===== src/rtl/smw_pkg.sv =====
package smw_pkg;
   typedef enum logic [0:0] {
      SMW_IDLE = 1'b0,
      SMW_RUN  = 1'b1
   } smw_state_e;

   localparam int unsigned SMW_BYTE_W = 8;
endpackage


===== src/rtl/smw_addr_gen.sv =====
module smw_addr_gen #(
   parameter int unsigned XLEN      = 64,
   parameter int unsigned DISP_W    = 16,
   parameter int unsigned REG_AW    = 5,
   parameter int unsigned STEP      = 4,
   parameter bit          ZERO_R0   = 1'b1
) (
   input  logic              clk_i,
   input  logic              rst_i,
   input  logic              load_i,
   input  logic              step_i,
   input  logic [REG_AW-1:0] base_reg_i,
   input  logic [XLEN-1:0]   base_val_i,
   input  logic [DISP_W-1:0] disp_i,
   output logic [XLEN-1:0]   addr_o
);
   localparam int unsigned EXT_W = XLEN - DISP_W;

   logic [XLEN-1:0] base_eff;
   logic [XLEN-1:0] disp_ext;
   logic [XLEN-1:0] start_ea;
   logic [XLEN-1:0] addr_q;

   generate
      if (DISP_W >= XLEN) begin : g_bad_disp
         $error("smw_addr_gen: DISP_W must be narrower than XLEN");
      end
      if (ZERO_R0) begin : g_zero_base
         assign base_eff = (base_reg_i == '0) ? '0 : base_val_i;
      end else begin : g_plain_base
         assign base_eff = base_val_i;
      end
   endgenerate

   assign disp_ext = {{EXT_W{disp_i[DISP_W-1]}}, disp_i};
   assign start_ea = base_eff + disp_ext;

   always_ff @(posedge clk_i) begin
      if (rst_i) begin
         addr_q <= '0;
      end else if (load_i) begin
         addr_q <= start_ea;
      end else if (step_i) begin
         addr_q <= addr_q + XLEN'(STEP);
      end
   end

   assign addr_o = addr_q;

   p_addr_hold_r5: assert property (@(posedge clk_i) disable iff (rst_i)
      (!load_i && !step_i) |=> $stable(addr_o));
endmodule


===== src/rtl/smw_reg_walker.sv =====
module smw_reg_walker #(
   parameter int unsigned REG_AW   = 5,
   parameter int unsigned LAST_REG = 31
) (
   input  logic              clk_i,
   input  logic              rst_i,
   input  logic              load_i,
   input  logic              step_i,
   input  logic [REG_AW-1:0] first_i,
   output logic [REG_AW-1:0] idx_o,
   output logic [REG_AW-1:0] raddr_o,
   output logic              last_o
);
   logic [REG_AW-1:0] idx_q;
   logic [REG_AW-1:0] idx_inc;

   generate
      if (LAST_REG >= (1 << REG_AW)) begin : g_bad_last
         $error("smw_reg_walker: LAST_REG does not fit in REG_AW bits");
      end
   endgenerate

   assign idx_inc = idx_q + REG_AW'(1);
   assign last_o  = (idx_q == REG_AW'(LAST_REG));

   always_ff @(posedge clk_i) begin
      if (rst_i) begin
         idx_q <= '0;
      end else if (load_i) begin
         idx_q <= first_i;
      end else if (step_i && !last_o) begin
         idx_q <= idx_inc;
      end
   end

   always_comb begin
      if (load_i) begin
         raddr_o = first_i;
      end else if (step_i && !last_o) begin
         raddr_o = idx_inc;
      end else begin
         raddr_o = idx_q;
      end
   end

   assign idx_o = idx_q;

   p_idx_advance_r3: assert property (@(posedge clk_i) disable iff (rst_i)
      (step_i && !last_o && !load_i) |=> (idx_o == $past(idx_o) + REG_AW'(1)));
   p_idx_hold_r5: assert property (@(posedge clk_i) disable iff (rst_i)
      (!step_i && !load_i) |=> $stable(idx_o));
endmodule


===== src/rtl/smw_ctrl.sv =====
module smw_ctrl
   import smw_pkg::*;
(
   input  logic clk_i,
   input  logic rst_i,
   input  logic cmd_valid_i,
   input  logic st_ready_i,
   input  logic last_i,
   output logic cmd_ready_o,
   output logic load_o,
   output logic step_o,
   output logic st_valid_o,
   output logic done_o
);
   smw_state_e state_q;
   logic       done_q;
   logic       accept;

   assign cmd_ready_o = (state_q == SMW_IDLE);
   assign load_o      = cmd_valid_i && cmd_ready_o;
   assign st_valid_o  = (state_q == SMW_RUN);
   assign accept      = st_valid_o && st_ready_i;
   assign step_o      = accept;

   always_ff @(posedge clk_i) begin
      if (rst_i) begin
         state_q <= SMW_IDLE;
         done_q  <= 1'b0;
      end else begin
         done_q <= accept && last_i;
         case (state_q)
            SMW_IDLE: if (load_o) state_q <= SMW_RUN;
            SMW_RUN:  if (accept && last_i) state_q <= SMW_IDLE;
            default:  state_q <= SMW_IDLE;
         endcase
      end
   end

   assign done_o = done_q;

   p_stall_keeps_valid_r5: assert property (@(posedge clk_i) disable iff (rst_i)
      (st_valid_o && !st_ready_i) |=> st_valid_o);
   p_done_single_r8: assert property (@(posedge clk_i) disable iff (rst_i)
      done_o |=> !done_o);
   p_done_after_last_r8: assert property (@(posedge clk_i) disable iff (rst_i)
      (st_valid_o && st_ready_i && last_i) |=> (done_o && !st_valid_o));
   p_run_continues_r6: assert property (@(posedge clk_i) disable iff (rst_i)
      (st_valid_o && !last_i) |=> st_valid_o);
endmodule


===== src/rtl/smw_store_seq.sv =====
module smw_store_seq #(
   parameter int unsigned XLEN    = 64,
   parameter int unsigned WORD_W  = 32,
   parameter int unsigned DISP_W  = 16,
   parameter int unsigned REG_AW  = 5,
   parameter bit          ZERO_R0 = 1'b1
) (
   input  logic              clk_i,
   input  logic              rst_i,
   input  logic              cmd_valid_i,
   output logic              cmd_ready_o,
   input  logic [REG_AW-1:0] cmd_first_reg_i,
   input  logic [REG_AW-1:0] cmd_base_reg_i,
   input  logic [XLEN-1:0]   cmd_base_val_i,
   input  logic [DISP_W-1:0] cmd_disp_i,
   output logic [REG_AW-1:0] rf_raddr_o,
   input  logic [XLEN-1:0]   rf_rdata_i,
   output logic              st_valid_o,
   input  logic              st_ready_i,
   output logic [XLEN-1:0]   st_addr_o,
   output logic [WORD_W-1:0] st_data_o,
   output logic              done_o
);
   localparam int unsigned NUM_REGS = 1 << REG_AW;
   localparam int unsigned LAST_REG = NUM_REGS - 1;
   localparam int unsigned STEP     = WORD_W / smw_pkg::SMW_BYTE_W;

   logic              load;
   logic              step;
   logic              last;
   logic [REG_AW-1:0] idx;

   generate
      if (WORD_W > XLEN) begin : g_bad_word
         $error("smw_store_seq: WORD_W exceeds XLEN");
      end
      if ((WORD_W % smw_pkg::SMW_BYTE_W) != 0) begin : g_bad_bytes
         $error("smw_store_seq: WORD_W must be whole bytes");
      end
   endgenerate

   smw_ctrl i_ctrl (
      .clk_i       (clk_i),
      .rst_i       (rst_i),
      .cmd_valid_i (cmd_valid_i),
      .st_ready_i  (st_ready_i),
      .last_i      (last),
      .cmd_ready_o (cmd_ready_o),
      .load_o      (load),
      .step_o      (step),
      .st_valid_o  (st_valid_o),
      .done_o      (done_o)
   );

   smw_reg_walker #(
      .REG_AW   (REG_AW),
      .LAST_REG (LAST_REG)
   ) i_walker (
      .clk_i   (clk_i),
      .rst_i   (rst_i),
      .load_i  (load),
      .step_i  (step),
      .first_i (cmd_first_reg_i),
      .idx_o   (idx),
      .raddr_o (rf_raddr_o),
      .last_o  (last)
   );

   smw_addr_gen #(
      .XLEN    (XLEN),
      .DISP_W  (DISP_W),
      .REG_AW  (REG_AW),
      .STEP    (STEP),
      .ZERO_R0 (ZERO_R0)
   ) i_addr (
      .clk_i      (clk_i),
      .rst_i      (rst_i),
      .load_i     (load),
      .step_i     (step),
      .base_reg_i (cmd_base_reg_i),
      .base_val_i (cmd_base_val_i),
      .disp_i     (cmd_disp_i),
      .addr_o     (st_addr_o)
   );

   assign st_data_o = rf_rdata_i[WORD_W-1:0];

   p_stall_hold_r5: assert property (@(posedge clk_i) disable iff (rst_i)
      (st_valid_o && !st_ready_i) |=> (st_valid_o && $stable(st_addr_o) && $stable(idx)));
   p_addr_stride_r3: assert property (@(posedge clk_i) disable iff (rst_i)
      (st_valid_o && st_ready_i && !last) |=> (st_addr_o == $past(st_addr_o) + XLEN'(STEP)));
   p_busy_blocks_cmd_r7: assert property (@(posedge clk_i) disable iff (rst_i)
      (st_valid_o && cmd_valid_i) |=> $stable(idx) || (idx == $past(idx) + REG_AW'(1)));
   p_raddr_tracks_r2: assert property (@(posedge clk_i) disable iff (rst_i)
      (st_valid_o && !st_ready_i) |-> (rf_raddr_o == idx));
endmodule


===== config.mk =====
export PLATFORM = sky130hd
export DESIGN_NAME = smw_store_seq
export DESIGN_NICKNAME = d
export VERILOG_FILES = /design/src/rtl/smw_pkg.sv /design/src/rtl/smw_addr_gen.sv /design/src/rtl/smw_reg_walker.sv /design/src/rtl/smw_ctrl.sv /design/src/rtl/smw_store_seq.sv
export SDC_FILE = /design/constraint.sdc
export NUM_CORES = 1
export LEC_CHECK = 0
export CAP_MARGIN = 0
export CORE_MARGIN = 4
export CORE_UTILIZATION = 55
export DETAILED_ROUTE_END_ITERATION = 6
export DONT_BUFFER_PORTS = 1
export PLACE_DENSITY = 0.7
export SLEW_MARGIN = 20
export SYNTH_ARGS = -nofsm -noshare
export SYNTH_HDL_FRONTEND = slang
export SYNTH_SLANG_ARGS = --single-unit

===== constraint.sdc =====
create_clock -name clk_i -period 13.5 [get_ports clk_i]
set_clock_uncertainty 0.15 [all_clocks]
set_input_delay 4.05 -clock clk_i [delete_from_list [all_inputs] [get_ports clk_i]]
set_output_delay 4.05 -clock clk_i [all_outputs]
set_load 0.005 [all_outputs]

==> results of run 1 <==
## state kept, by name (all words and copies together), names as in the netlist
| register | cells |
|---|---|
| i_ctrl.st_valid_o | 1 |
| i_addr.addr_o | 64 |
| i_ctrl.done_o | 1 |
| i_walker.idx_o | 5 |
## synthesized netlist by cell type, types with 3 or more instances
library cell	number	area share (%)
a31oi_1	9	0.70
nand2_1	95	4.4
xnor2_1	65	7.1
or4_1	5	0.47
buf_4	34	3.2
dfxtp_1	71	18
nand4_1	27	2.1
o21bai_1	7	0.65
a21oi_1	89	5.5
a211oi_1	41	3.8
clkbuf_1	39	1.8
o21a_1	4	0.37
o31ai_1	7	0.65
and4_1	9	0.98
and2_1	14	1.1
nor2b_1	66	5.1
ha_1	66	10
o22ai_1	7	0.54
a21o_1	54	5.0
nand3_1	41	2.6
inv_1	25	1.2
mux2i_1	3	0.37
nor4_1	6	0.47
o21ai_2	5	0.54
nor3_1	20	1.2
o211ai_1	4	0.37
a21oi_2	3	0.33
o21ai_1	5	0.31
nor2_1	91	4.2
a221o_1	4	0.50
xor2_1	38	4.1
or3_1	7	0.54
buf_2	5	0.31
nand2b_1	8	0.62
o21ai_0	47	2.9
and3_1	17	1.3
## layout make-up
cell class              count  share of cell area (%)
multi-input cells         913                    74.9
flip-flops and latches     71                    17.4
clock buffers              11                    3.10
well taps                 180                    2.76
inverters                  25                    1.15
clock inverters             5                   0.384
repair buffers              3                   0.276
## logic make-up after synthesis
group | after synthesis | synth area share, %
xor gates and xnor gates | 103 | 11.2
muxes | 3 | 0.373
and+or+nand+nor | 420 | 26.9
AOI/OAI and AO/OA | 320 | 26.7
adders and majority gates | 67 | 10.5
DFF | 71 | 17.7
buffers and inverters | 105 | 6.66
## power by group
part | switching, µW | internal (µW) | leakage, µW
Combinational | 153 | 111 | 0.00257
Clock | 90.2 | 134 | 0.000142
Sequential | 35.6 | 231 | 0.000587
Total | 278 | 475 | 0.00330
## layer usage
layer | share of wire, % | vias up | track usage, %
li1 | - | 3807 | -
met4 | 1.6 | 0 | 5.68
met2 | 45 | 219 | 41.7
met3 | 7.3 | 27 | 4.77
met1 | 46 | 3474 | 35.8
met5 | 0 | - | 0
## final timing paths
kind,from,endpoint,slack (ns)
worst max-delay path,cmd_valid_i,rf_raddr_o[4],3.66
worst min-delay path,i_addr.addr_o[0],i_addr.addr_o[0],0.32
worst max register to register,i_ctrl.st_valid_o,i_addr.addr_o[61],9.85
worst min register to register,i_addr.addr_o[0],i_addr.addr_o[0],0.32
## worst min-delay path: stages, from the launching register on
cell and delay, ns:
dfxtp_1 0.32, nand2_1 0.06, a21oi_1 0.05
## through the flow
step	cell area (µm²)	power [µW]	instances
finish	8150	754	1208
detailed placement	7860	531	1192
floorplan	8040	480	1089
CTS	8150	756	1208
global placement	7860	529	1192
global route	8150	802	1208
==> impl_metrics.yaml, run 1 <==
run_status:
  outcome: "complete, no violations"
route:
  vias: 7527
  first_iter_violations: 487
  avgRoutedWirePerCell_um: 18.1
  routed_wl_um: 21900
  postRouteAntennaNets: 0
  drtPass1Iterations: 5
  vias_per_cell: 6.23
  drc: 0
setup_path:
  cp_slowest_cell: "nor2b_4"
  path_class: "in -> out"
  reg2regPathDepth: 10
  cp_max_fo: 45
  crit_buf_inv: 1
  worstPathArrival_ns: 5.64
  cp.depth: 3
  cp_slowest_stage_delay_ns: 0.75
  cp-end-kind: "primary output"
  worstPathRequired_ns: 9.30
  crit_chain: "nor2b_4 > buf_4 > o21ai_0"
  startpoint_type: "primary input"
  crit_family: "simple AND/OR/NAND/NOR gates"
placed_design:
  dpl.hpwl_um: 17100
  pre_cts_ws_ns: 3.66
  place.port_buffers: 0
  gp_congestion: 0.907
timing:
  slew_viol_final: 0
  tns_ns: 0
  worst_pin_slew_ns: 0.957
  fin_crit_sh_pct: 72.9
  final.min_clock_period_ns: 9.84
  timing.slew.headroom_pct: 36.0
  rsz0062_at_grt: "false"
  finalHoldViolations: 0
  fmax_mhz: 102
  fin_ws_ns: 3.66
  timing.hold.ws_ns: 0.320
  setup_viol: 0
die:
  rows: 43
  initial_core_util_pct: 57.0
  die_area_um2: 16600
  io_pins: 262
  coreArea_um2: 14100
  die_h_um: 129
  die_x_um: 129
global_route:
  antenna_found_initial: 0
  grtUsageTotal_pct: 25.8
  grt_pass1_vias: 6791
  grt_pass1_wl_um: 35200
  gr-total-overflow: 0
  grt_max_degree: 63
yosys:
  synth_edf_count: 0
  syn-num-nets: 1314
  synth_seq_cells: 71
  syn_area_um2: 8040
  yosysUniqueCellTypes: 72
  yosys_warnings: 0
  postSynthCellCount: 1089
  seq_area_frac_synth_pct: 17.7
  synthArstFlopShare_pct: 0
  synth.avg_cell_area_um2: 7.38
  synth-main-ff-cell: "dfxtp_1"
final_layout:
  final_cell_mix: "nand2_1, nor2_1, a21oi_1"
  nets: 1248
  syn_to_final_growth_pct: 1.31
  seqCellArea_um2: 1420
  fillCellCount: 1381
  final_util_pct: 57.8
  antenna_cells: 0
  layout-drive-gt1-share_pct: 4.47
  multi_input_area_um2: 6100
  layout_commonest_cell: "nand2_1"
cts:
  cts.path.max_buffers: 2
  insertion_delay_ns: 0.33
  cts_setup_buffers: 0
  post_cts_resize_count: 0
  cts_sinks: 71
  h-tree-depth: 3
  cts_made_buffers: 9
  holdBufCountCts: 0
  clockRootBuffer: "clkbuf_16"
  tritoncts: "done"
  clkTransAtPathRegs_ns: 0.05
power_and_ir_drop:
  p_per_area_nw_per_um2: 92.5
  p_leak_uw: 0.00330
  vdd_ir_drop_max_v: 0.0000741
worst_hold_path:
  worstHoldPathType: "reg -> reg"
  whs_path_depth: 2
job:
  drv_cap: 0
(Power assumes the default switching activity.)
==> run 2: changes to the inputs <==
- PLACE_DENSITY: 0.7 -> 0.73
- clock period: 13.5 -> 8.92 ns (I/O delays scaled with it)
==> impl_metrics.yaml, run 2 (synthesis results as in run 1) <==
run_status:
  outcome: "complete, no violations"
cts:
  clkTransAtPathRegs_ns: 0.05
  insertion_delay_ns: 0.34
  post_cts_resize_count: 0
  holdBufCountCts: 0
  cts.path.max_buffers: 2
  tritoncts: "done"
  cts_sinks: 71
  cts_setup_buffers: 0
  clockRootBuffer: "clkbuf_16"
  h-tree-depth: 3
  cts_made_buffers: 9
die:
  die_area_um2: 16600
  rows: 43
  coreArea_um2: 14100
  die_h_um: 129
  io_pins: 262
  die_x_um: 129
  initial_core_util_pct: 57.0
job:
  drv_cap: 0
route:
  postRouteAntennaNets: 0
  drc: 0
  vias: 7622
  vias_per_cell: 6.30
  drtPass1Iterations: 5
  routed_wl_um: 22200
  avgRoutedWirePerCell_um: 18.3
  first_iter_violations: 596
final_layout:
  final_util_pct: 58.2
  layout-drive-gt1-share_pct: 4.56
  design_area_um2: 8200
  syn_to_final_growth_pct: 1.99
  fillCellCount: 1412
  final_cell_mix: "nand2_1, nor2_1, a21oi_1"
  nets: 1250
  antenna_cells: 0
  layout_commonest_cell: "nand2_1"
  largest_reg_flops: 64
power_and_ir_drop:
  vdd_ir_drop_max_v: 0.0000942
  p_int_uw: 770
  switchingPower_uw: 425
  power_frac_comb_pct: 33.7
  p_per_area_nw_per_um2: 146
  power_frac_seq_pct: 33.7
  clockPowerShare_pct: 32.6
  switching_share_pct: 35.5
  p_leak_uw: 0.00332
global_route:
  grt_pass1_vias: 6964
  grtUsageTotal_pct: 25.9
  grt_pass1_wl_um: 35600
  antenna_found_initial: 0
  grt_max_degree: 55
  gr-total-overflow: 0
setup_path:
  cp_max_fo: 38
  worstPathArrival_ns: 7.03
  crit_chain: "or4_1 > nor2_4 > buf_4 > nor2b_1 > ha_1 > nand2_1 > nor2_1 > and4_1 > nand4_1 > o31ai_1 > o221ai_2 > o21ai_1 > xnor2_1 > o22ai_1"
  worstPathRequired_ns: 8.97
  cp_slowest_stage_delay_ns: 0.66
  path_class: "in -> reg"
  cp_slowest_cell: "nor2_4"
  startpoint_type: "primary input"
  cp-end-kind: "flip-flop"
timing:
  tns_ns: 0
  worst_pin_slew_ns: 0.830
  rsz0062_at_grt: "false"
  final.min_clock_period_ns: 6.98
  timing.slew.headroom_pct: 44.5
  slew_viol_final: 0
  setup_viol: 0
  finalHoldViolations: 0
  fin_crit_sh_pct: 78.3
  fmax_mhz: 143
  fin_ws_ns: 1.94
placed_design:
  dpl.hpwl_um: 17400
  place_area_um2: 7880
  place.port_buffers: 0
  pre_cts_ws_ns: 1.57
  gp_congestion: 0.970
worst_hold_path:
  worstHoldPathType: "reg -> reg"
## run 2: changes by cell type in the layout (fill, tap and decap cells not counted), sizes merged
cell	change
inv	-1
buf	+2
bufinv	+2
clkinv	-1
## run 2: worst paths after layout
check	startpoint	end	slack (ns)	cells past startpoint
max reg2reg	i_ctrl.st_valid_o	i_addr.addr_o[61]	5.64	11
min	i_addr.addr_o[0]	i_addr.addr_o[0]	0.32	2
max	cmd_base_reg_i[0]	i_addr.addr_o[60]	1.94	14
min reg2reg	i_addr.addr_o[0]	i_addr.addr_o[0]	0.32	2
## run 2: power by group through the flow
stage               sequential (µW)  clock (µW)  combinational [µW]
floorplan                       389           0                 336
global route                    409         408                 448
CTS                             403         392                 399
finish                          403         390                 402
global placement                409           0                 392
detailed placement              409           0                 396
## run 2: area by class of cell
| cell class | count | area, µm² | share of cell area, % |
|---|---|---|---|
| Clock buffer | 11 | 243 | 2.96 |
| Inverter | 25 | 93.8 | 1.14 |
| Tap cell | 180 | 225 | 2.75 |
| Clock inverter | 5 | 81.3 | 0.992 |
| Timing Repair Buffer | 5 | 37.5 | 0.458 |
| Multi-Input combinational cell | 913 | 6100 | 74.4 |
| Sequential cell | 71 | 1420 | 17.3 |
## run 2: critical path, delay by kind of cell
kind / cells / cell delay (ns)
simple gates: 7 / 2.18
xor+xnor: 1 / 0.18
fa+ha+maj: 1 / 0.37
buf+inv: 1 / 0.38
compound gates: 4 / 1.22
## run 2: layer usage
layer	share of wire, %	GRT usage, %
met1	45	34.4
met2	45	42.2
met3	7.9	5.89
met4	2.2	7.66
met5	0	0
## run 2: per-stage QoR
stage / power [µW] / hold WS, ns / cells
2_1_floorplan: 726 / 0.303 / 1089
3_3_place_gp: 801 / 0.308 / 1194
3_5_place_dp: 805 / 0.311 / 1194
4_1_cts: 1190 / 0.319 / 1210
5_1_grt: 1270 / 0.332 / 1210
6_report: 1190 / 0.319 / 1210
